$ cat config.mk
export PLATFORM = sky130hd
export DESIGN_NAME = scan_port_switch
export DESIGN_NICKNAME = d
export VERILOG_FILES = /design/src/rtl/scan_sw_pkg.sv /design/src/rtl/sw_tap_track.sv /design/src/rtl/sw_frame_rx.sv /design/src/rtl/sw_ack_tx.sv /design/src/rtl/sw_link_ctl.sv /design/src/rtl/scan_port_switch.sv
export SDC_FILE = /design/constraint.sdc
export NUM_CORES = 1
export LEC_CHECK = 0
export BUFFER_PORTS_ARGS = -buffer_cell sky130_fd_sc_hd__buf_4
export CORE_UTILIZATION = 25
export CTS_BUF_LIST = sky130_fd_sc_hd__clkbuf_4
export DETAILED_ROUTE_END_ITERATION = 8
export PLACE_DENSITY_LB_ADDON = 0.08
export SYNTH_ARGS = -nofsm -noshare
export SYNTH_HDL_FRONTEND = slang
export SYNTH_SLANG_ARGS = --single-unit
export TNS_END_PERCENT = 30
$ cat constraint.sdc
create_clock -name p_tck -period 2.1 [get_ports p_tck]
set_input_delay 0.42 -clock p_tck [delete_from_list [all_inputs] [get_ports p_tck]]
set_output_delay 0.42 -clock p_tck [all_outputs]
set_load 0.02 [all_outputs]
$ cat src/rtl/scan_sw_pkg.sv
package scan_sw_pkg;

  typedef enum logic [3:0] {
    TS_RESET    = 4'd0,
    TS_IDLE     = 4'd1,
    TS_SEL_DR   = 4'd2,
    TS_CAP_DR   = 4'd3,
    TS_SHIFT_DR = 4'd4,
    TS_EX1_DR   = 4'd5,
    TS_PAUSE_DR = 4'd6,
    TS_EX2_DR   = 4'd7,
    TS_UPD_DR   = 4'd8,
    TS_SEL_IR   = 4'd9,
    TS_CAP_IR   = 4'd10,
    TS_SHIFT_IR = 4'd11,
    TS_EX1_IR   = 4'd12,
    TS_PAUSE_IR = 4'd13,
    TS_EX2_IR   = 4'd14,
    TS_UPD_IR   = 4'd15
  } tap_st_e;

  typedef enum logic [2:0] {
    ACT_DROP,
    ACT_ALL,
    ACT_KEEP,
    ACT_MINE,
    ACT_OTHER
  } link_act_e;

  function automatic tap_st_e tap_step(tap_st_e s, logic tms);
    tap_st_e n;
    case (s)
      TS_RESET:    n = tms ? TS_RESET   : TS_IDLE;
      TS_IDLE:     n = tms ? TS_SEL_DR  : TS_IDLE;
      TS_SEL_DR:   n = tms ? TS_SEL_IR  : TS_CAP_DR;
      TS_CAP_DR:   n = tms ? TS_EX1_DR  : TS_SHIFT_DR;
      TS_SHIFT_DR: n = tms ? TS_EX1_DR  : TS_SHIFT_DR;
      TS_EX1_DR:   n = tms ? TS_UPD_DR  : TS_PAUSE_DR;
      TS_PAUSE_DR: n = tms ? TS_EX2_DR  : TS_PAUSE_DR;
      TS_EX2_DR:   n = tms ? TS_UPD_DR  : TS_SHIFT_DR;
      TS_UPD_DR:   n = tms ? TS_SEL_DR  : TS_IDLE;
      TS_SEL_IR:   n = tms ? TS_RESET   : TS_CAP_IR;
      TS_CAP_IR:   n = tms ? TS_EX1_IR  : TS_SHIFT_IR;
      TS_SHIFT_IR: n = tms ? TS_EX1_IR  : TS_SHIFT_IR;
      TS_EX1_IR:   n = tms ? TS_UPD_IR  : TS_PAUSE_IR;
      TS_PAUSE_IR: n = tms ? TS_EX2_IR  : TS_PAUSE_IR;
      TS_EX2_IR:   n = tms ? TS_UPD_IR  : TS_SHIFT_IR;
      default:     n = tms ? TS_SEL_DR  : TS_IDLE;
    endcase
    return n;
  endfunction

  // The four resting states in which an address frame may be received
  function automatic logic tap_is_quiet(tap_st_e s);
    return (s == TS_RESET) || (s == TS_IDLE) ||
           (s == TS_PAUSE_DR) || (s == TS_PAUSE_IR);
  endfunction

endpackage

$ cat src/rtl/sw_tap_track.sv
module sw_tap_track
  import scan_sw_pkg::*;
(
  input  logic    clk,
  input  logic    rst_n,
  input  logic    tms,
  output tap_st_e st_o,
  output logic    hold_o
);

  tap_st_e st_q;

  always_ff @(posedge clk or negedge rst_n) begin
    if (!rst_n) st_q <= TS_RESET;
    else        st_q <= tap_step(st_q, tms);
  end

  assign st_o   = st_q;
  assign hold_o = tap_is_quiet(st_q) && (tap_step(st_q, tms) == st_q);

endmodule

$ cat src/rtl/sw_frame_rx.sv
module sw_frame_rx #(
  parameter int AW = 10
) (
  input  logic          clk,
  input  logic          rst_n,
  input  logic          hold,
  input  logic          tdi,
  output logic          done_o,
  output logic [AW-1:0] addr_o
);

  localparam int CW = $clog2(AW);
  localparam logic [CW-1:0] LAST = CW'(AW - 1);

  logic          busy_q;
  logic [CW-1:0] cnt_q;
  logic [AW-2:0] sh_q;

  always_ff @(posedge clk or negedge rst_n) begin
    if (!rst_n) begin
      busy_q <= 1'b0;
      cnt_q  <= '0;
      sh_q   <= '0;
    end else if (!hold) begin
      busy_q <= 1'b0;
      cnt_q  <= '0;
    end else if (!busy_q) begin
      busy_q <= !tdi;
      cnt_q  <= '0;
    end else begin
      sh_q <= {tdi, sh_q[AW-2:1]};
      if (cnt_q == LAST) begin
        busy_q <= 1'b0;
        cnt_q  <= '0;
      end else begin
        cnt_q <= cnt_q + 1'b1;
      end
    end
  end

  assign done_o = busy_q && hold && (cnt_q == LAST);
  assign addr_o = {tdi, sh_q};

endmodule

$ cat src/rtl/sw_ack_tx.sv
module sw_ack_tx #(
  parameter int AW = 10
) (
  input  logic          clk,
  input  logic          rst_n,
  input  logic          load,
  input  logic [AW-1:0] addr,
  output logic          tdo_o,
  output logic          oe_o
);

  localparam int LW = $clog2(AW + 1);

  logic [AW-1:0] sh_q;
  logic [LW-1:0] left_q;

  always_ff @(posedge clk or negedge rst_n) begin
    if (!rst_n) begin
      sh_q   <= '0;
      left_q <= '0;
    end else if (load) begin
      sh_q   <= addr;
      left_q <= LW'(AW);
    end else if (left_q != '0) begin
      sh_q   <= sh_q >> 1;
      left_q <= left_q - 1'b1;
    end
  end

  always_ff @(negedge clk or negedge rst_n) begin
    if (!rst_n) begin
      tdo_o <= 1'b0;
      oe_o  <= 1'b0;
    end else begin
      tdo_o <= sh_q[0];
      oe_o  <= (left_q != '0);
    end
  end

endmodule

$ cat src/rtl/sw_link_ctl.sv
module sw_link_ctl
  import scan_sw_pkg::*;
#(
  parameter int AW = 10
) (
  input  logic          clk,
  input  logic          rst_n,
  input  logic          done,
  input  logic [AW-1:0] addr,
  input  logic [AW-1:0] board_addr,
  output logic          link_r_o,
  output logic          link_o,
  output logic          match_o
);

  localparam logic [AW-1:0] CODE_DROP = {AW{1'b1}};
  localparam logic [AW-1:0] CODE_ALL  = CODE_DROP - 1'b1;
  localparam logic [AW-1:0] CODE_NOP  = CODE_DROP - 2'd2;

  function automatic link_act_e classify(logic [AW-1:0] a, logic [AW-1:0] mine);
    if (a == CODE_DROP)     return ACT_DROP;
    else if (a == CODE_ALL) return ACT_ALL;
    else if (a == CODE_NOP) return ACT_KEEP;
    else if (a == mine)     return ACT_MINE;
    else                    return ACT_OTHER;
  endfunction

  link_act_e act;
  logic      link_q, link_n_q;

  assign act = classify(addr, board_addr);

  always_ff @(posedge clk or negedge rst_n) begin
    if (!rst_n) link_q <= 1'b0;
    else if (done) begin
      case (act)
        ACT_ALL, ACT_MINE: link_q <= 1'b1;
        ACT_KEEP:          link_q <= link_q;
        default:           link_q <= 1'b0;
      endcase
    end
  end

  // Applied on the falling edge so that s_tck never switches while high
  always_ff @(negedge clk or negedge rst_n) begin
    if (!rst_n) link_n_q <= 1'b0;
    else        link_n_q <= link_q;
  end

  assign link_r_o = link_q;
  assign link_o   = link_n_q;
  assign match_o  = done && (act == ACT_MINE);

endmodule

$ cat src/rtl/scan_port_switch.sv
module scan_port_switch
  import scan_sw_pkg::*;
#(
  parameter int AW = 10
) (
  input  logic          p_tck,
  input  logic          p_tms,
  input  logic          p_tdi,
  input  logic          p_trst_n,
  output logic          p_tdo,
  output logic          p_tdo_oe,
  output logic          s_tck,
  output logic          s_tms,
  output logic          s_tdi,
  output logic          s_trst_n,
  input  logic          s_tdo,
  input  logic [AW-1:0] board_addr,
  input  logic          bypass,
  output logic          connected
);

  tap_st_e       tap_st;
  logic          quiet_hold;
  logic          frame_done;
  logic [AW-1:0] frame_addr;
  logic          link_r, link_n, addr_match;
  logic          ack_bit, ack_oe;

  sw_tap_track u_tap (
    .clk   (p_tck),
    .rst_n (p_trst_n),
    .tms   (p_tms),
    .st_o  (tap_st),
    .hold_o(quiet_hold)
  );

  sw_frame_rx #(.AW(AW)) u_rx (
    .clk   (p_tck),
    .rst_n (p_trst_n),
    .hold  (quiet_hold),
    .tdi   (p_tdi),
    .done_o(frame_done),
    .addr_o(frame_addr)
  );

  sw_link_ctl #(.AW(AW)) u_link (
    .clk       (p_tck),
    .rst_n     (p_trst_n),
    .done      (frame_done),
    .addr      (frame_addr),
    .board_addr(board_addr),
    .link_r_o  (link_r),
    .link_o    (link_n),
    .match_o   (addr_match)
  );

  sw_ack_tx #(.AW(AW)) u_ack (
    .clk  (p_tck),
    .rst_n(p_trst_n),
    .load (addr_match),
    .addr (frame_addr),
    .tdo_o(ack_bit),
    .oe_o (ack_oe)
  );

  assign connected = link_n | bypass;
  assign s_tck     = connected & p_tck;
  assign s_tms     = connected ? p_tms : 1'b1;
  assign s_tdi     = connected ? p_tdi : 1'b1;
  assign s_trst_n  = p_trst_n;
  assign p_tdo     = ack_oe ? ack_bit : (connected ? s_tdo : 1'b0);
  assign p_tdo_oe  = ack_oe | connected;

endmodule

Word-level counts from Yosys, hierarchy flattened
Index checks and enable logic that the tools add are counted.

operators by class
  add/sub/neg operators = 2
  equal/unequal tests = 22
  mux-type cells = 32
  bitwise logic cells = 4
  reduce and logical (&&, ||, !) cells = 16

operator list
  kind                                                                    count
  4-bit case mux with 11 select lines                                     1
  4-bit 2-to-1 mux                                                        9
  10-bit equality test (second input constant)                            3
  4-bit equality test (second input constant)                             7
  10-bit 2-to-1 mux                                                       2
  3-bit 2-to-1 mux                                                        6
  4-bit by 3-bit equality test with 1-bit output (second input constant)  4
  10-bit equality test                                                    1
  1-bit 2-to-1 mux                                                        10
  4-bit by 2-bit equality test with 1-bit output (second input constant)  2
  3-bit by 2-bit equality test with 1-bit output (second input constant)  2
  2-bit 2-to-1 mux                                                        3
  2-bit OR reduction                                                      3
  4-bit by 1-bit adder with 4-bit output (second input constant)          1
  4-bit by 1-bit equality test with 1-bit output (second input constant)  1
  4-bit equality test                                                     1
  1-bit logical AND                                                       4
  4-bit logical NOT                                                       1
  2-bit AND reduction                                                     2
  4-bit nonzero test                                                      1
  4-bit by 1-bit subtractor with 4-bit output (second input constant)     1
  3-bit by 1-bit equality test with 1-bit output (second input constant)  1
  1-bit logical OR                                                        3
  1-bit bitwise OR                                                        2
  other kinds (5)                                                         5

word-level totals
  bits in registers = 36
  bits of input ports = 16
  output and inout port bits = 7
  logic and storage cells = 86

Depth between registers and ports, before layout
  depth after elaboration = 9
  gate-level depth with buffers = 9
  gate-level depth less buffers = 7

By module
A second synthesis with hierarchy kept.

second synthesis, totals
  cell total of the unflattened synthesis = 198
  area, all modules = 2016.9 um^2

modules (own cells, without submodules)
  module            instances  cells an instance  area each (um^2)  seq. area each (um^2)
  sw_ack_tx         1          75                 743.2             400.4
  sw_frame_rx       1          45                 621.8             350.3
  sw_tap_track      1          42                 351.6             100.1
  sw_link_ctl       1          26                 246.5             50.0
  scan_port_switch  1          10                 53.8              0.0

==> flow_summary.json <==
{
  "cpMaxStageDelayCell": "dfrtn_1",
  "startpoint": "u_link.link_o$_DFF_NN0_",
  "nFillCells": 748,
  "path_class": "reg -> out",
  "multi_input_area_um2": 995,
  "grt_antenna_before_repair": 1,
  "fp.dieW_um": 90.2,
  "area.sequential_um2": 901,
  "vias_per_cell": 4.54,
  "drcViolationCount": 0,
  "max_stage_delay_ps": 450,
  "synth_cell_type_count": 43,
  "synth_top_area_cell": "dfrtp_1",
  "synth.avg_cell_area_um2": 11.0,
  "max_slew_margin": 0.790,
  "finalClockSkew_ps": 13.2,
  "peakVddDrop_uv": 346,
  "gp_congestion": 0.753,
  "dp_slack_ps": -277,
  "min_path_cells": 2,
  "wl_per_cell_um": 13.5,
  "synthArstFlopShare": 1.00,
  "drtAntennaViolNets": 0,
  "timing.hold.ws_ps": 220,
  "hold_class": "in -> reg",
  "grt_pass1_vias": 1568,
  "setup_viol": 7,
  "die_h_um": 90.2,
  "fin_cells": 326,
  "gr-total-overflow": 0,
  "ys_seq_area_frac": 0.463,
  "num_io_pins": 23,
  "grt_pass1_wl_mm": 7.55,
  "crit_arrival_ps": 2400,
  "hold_start": "p_tms",
  "ys.flop_type": "dfrtp_1",
  "drive_above_1_share": 0.447,
  "netlist.area_leader.share": 0.424,
  "powerDensity_nw_per_um2": 899,
  "syn_area_um2": 1950,
  "drt-initial-drc-count": 37,
  "status": "complete, but fails checks",
  "row_count": 31,
  "routed_wl_mm": 4.41,
  "dieArea_um2": 8140,
  "total_power_mw": 2.29,
  "dr.pass1.iters": 4,
  "fin_ws_ps": -719,
  "tns_ps": -3930,
  "violations": "setup timing",
  "synthTopCellsByArea": "dfrtp_1, mux2_2, xor2_1, dfrtn_1, mux2_4",
  "synthCells": 177,
  "dpl_cell_area_um2": 2390,
  "reg2reg_depth": 4,
  "clk_latency_ps": 460,
  "finalHoldViolCount": 0,
  "cts_tree": "built",
  "grt_setup_unrepaired": "yes",
  "place.port_buffers": 22,
  "final_nets": 244,
  "required_ps": 1680,
  "start_util": 0.263,
  "p_leak_nw": 1.23,
  "cts.reportedPaths.clkPinSlew_ps": 120,
  "synth_seq_cells": 36,
  "track_usage": 0.121,
  "via_count": 1481,
  "slew_violations": 0,
  "synth_warnings": 0,
  "core_region_area_um2": 7410,
  "final_area_um2": 2550,
  "drv_cap": 0,
  "final_util": 0.344,
  "r2r_start": "u_ack.left_q[1]$_DFFE_PN0P_",
  "dp_cells": 312,
  "worstMarginPinSlew_ps": 311,
  "synth_edf_count": 0,
  "grt_max_degree": 23,
  "syn_to_final_growth_pct": 30.8,
  "syn_nets": 196,
  "hpwl_mm": 3.18,
  "endpoint_kind": "primary output",
  "crit_chain": "nor2_2 -> inv_2 -> nand2_2 -> o21ai_4 -> buf_6",
  "critPathMaxFanout": 4,
  "cp-start-kind": "flop"
}
==> power breakdown <==
group          internal [mW]  switching, mW
registers              0.807          0.119
clock network          0.331          0.294
logic                  0.378          0.363
total                   1.52          0.775
==> final timing paths <==
| kind | end | slack [ps] |
|---|---|---|
| worst max-delay path | p_tdo | -720 |
| worst min-delay path | u_tap.st_o[0]$_DFF_PN0_ | 220 |
| worst max register to register | u_ack.oe_o$_DFF_NN0_ | 30 |
| worst min register to register | u_rx.cnt_q[0]$_DFF_PN0_ | 530 |
| max in group asynchronous | u_ack.tdo_o$_DFF_NN0_ | 510 |
| min in group asynchronous | u_rx.sh_q[1]$_DFFE_PN0P_ | 380 |
==> cell usage after synthesis, types with 2 or more instances <==
| master | count |
|---|---|
| mux2_4 | 5 |
| nor4_1 | 2 |
| or3_1 | 3 |
| nand2_1 | 14 |
| inv_1 | 10 |
| ha_1 | 3 |
| and2_1 | 2 |
| nor2b_1 | 2 |
| nor2_1 | 4 |
| mux2_2 | 22 |
| nand2b_1 | 3 |
| dfrtp_1 | 33 |
| xor2_1 | 9 |
| nor3_1 | 6 |
| buf_4 | 2 |
| clkbuf_1 | 5 |
| nand4_1 | 2 |
| o21ai_0 | 5 |
| a21oi_1 | 8 |
| xnor2_1 | 5 |
| buf_2 | 2 |
| nand3_1 | 4 |
| o211ai_1 | 3 |
| and4_1 | 2 |
| dfrtn_1 | 3 |
==> state kept, by name, indices dropped and copies added (netlist names) <==
signal,cells
u_ack.sh_q,10
u_rx.sh_q,9
u_ack.left_q,4
u_rx.cnt_q,4
u_tap.st_o,4
u_ack.oe_o,1
u_ack.tdo_o,1
u_link.link_o,1
u_link.link_r_o,1
u_rx.busy_q,1
==> area by class of cell <==
cell class	instances	share of cell area
Antenna cell	1	0.000982
Clock buffer	9	0.0265
Clock inverter	3	0.0167
Inverter	10	0.0147
Multi-Input combinational cell	121	0.390
Sequential cell	36	0.354
Tap cell	99	0.0486
Timing Repair Buffer	47	0.148
==> cell usage in the layout (no fill, tap or decap), types with 6 or more instances in the layout <==
cell type / n
inv_1: 7
buf_6: 6
dfrtp_1: 33
xor2_1: 9
buf_4: 41
clkbuf_4: 8
nand2_1: 11
a21oi_1: 8
nor3_1: 6
mux2_2: 22
==> critical path: cells and delay by family (launching register included) <==
| kind | cells | cell delay (ps) |
|---|---|---|
| flops | 1 | 450 |
| buf+inv | 2 | 210 |
| simple gates | 2 | 120 |
| compound gates | 1 | 120 |
==> layer usage <==
layer	track usage	vias to the layer above	wire (um)
li1	-	720	-
met1	0.154	725	2060
met2	0.177	30	2040
met3	0.0584	6	258
met4	0.0403	0	52
met5	0	-	0
==> cells by family after synthesis <==
group | Yosys count | share of synthesized area
AOI/OAI and AO/OA | 26 | 0.0925
xor gates and xnor gates | 14 | 0.0630
adders and majority gates | 3 | 0.0193
buffers and inverters | 20 | 0.0476
DFF | 36 | 0.463
muxes | 28 | 0.171
and+or+nand+nor | 50 | 0.144
==> timing repair <==
item,CTS,global route
endpoints found under the setup margin,7,22
resized for setup,7,4
endpoints found under the hold margin,17,0
buffers inserted,0,1
hold buffers,1,0
pin swaps,1,3
No activity file was read; power rests on OpenSTA's default activity.
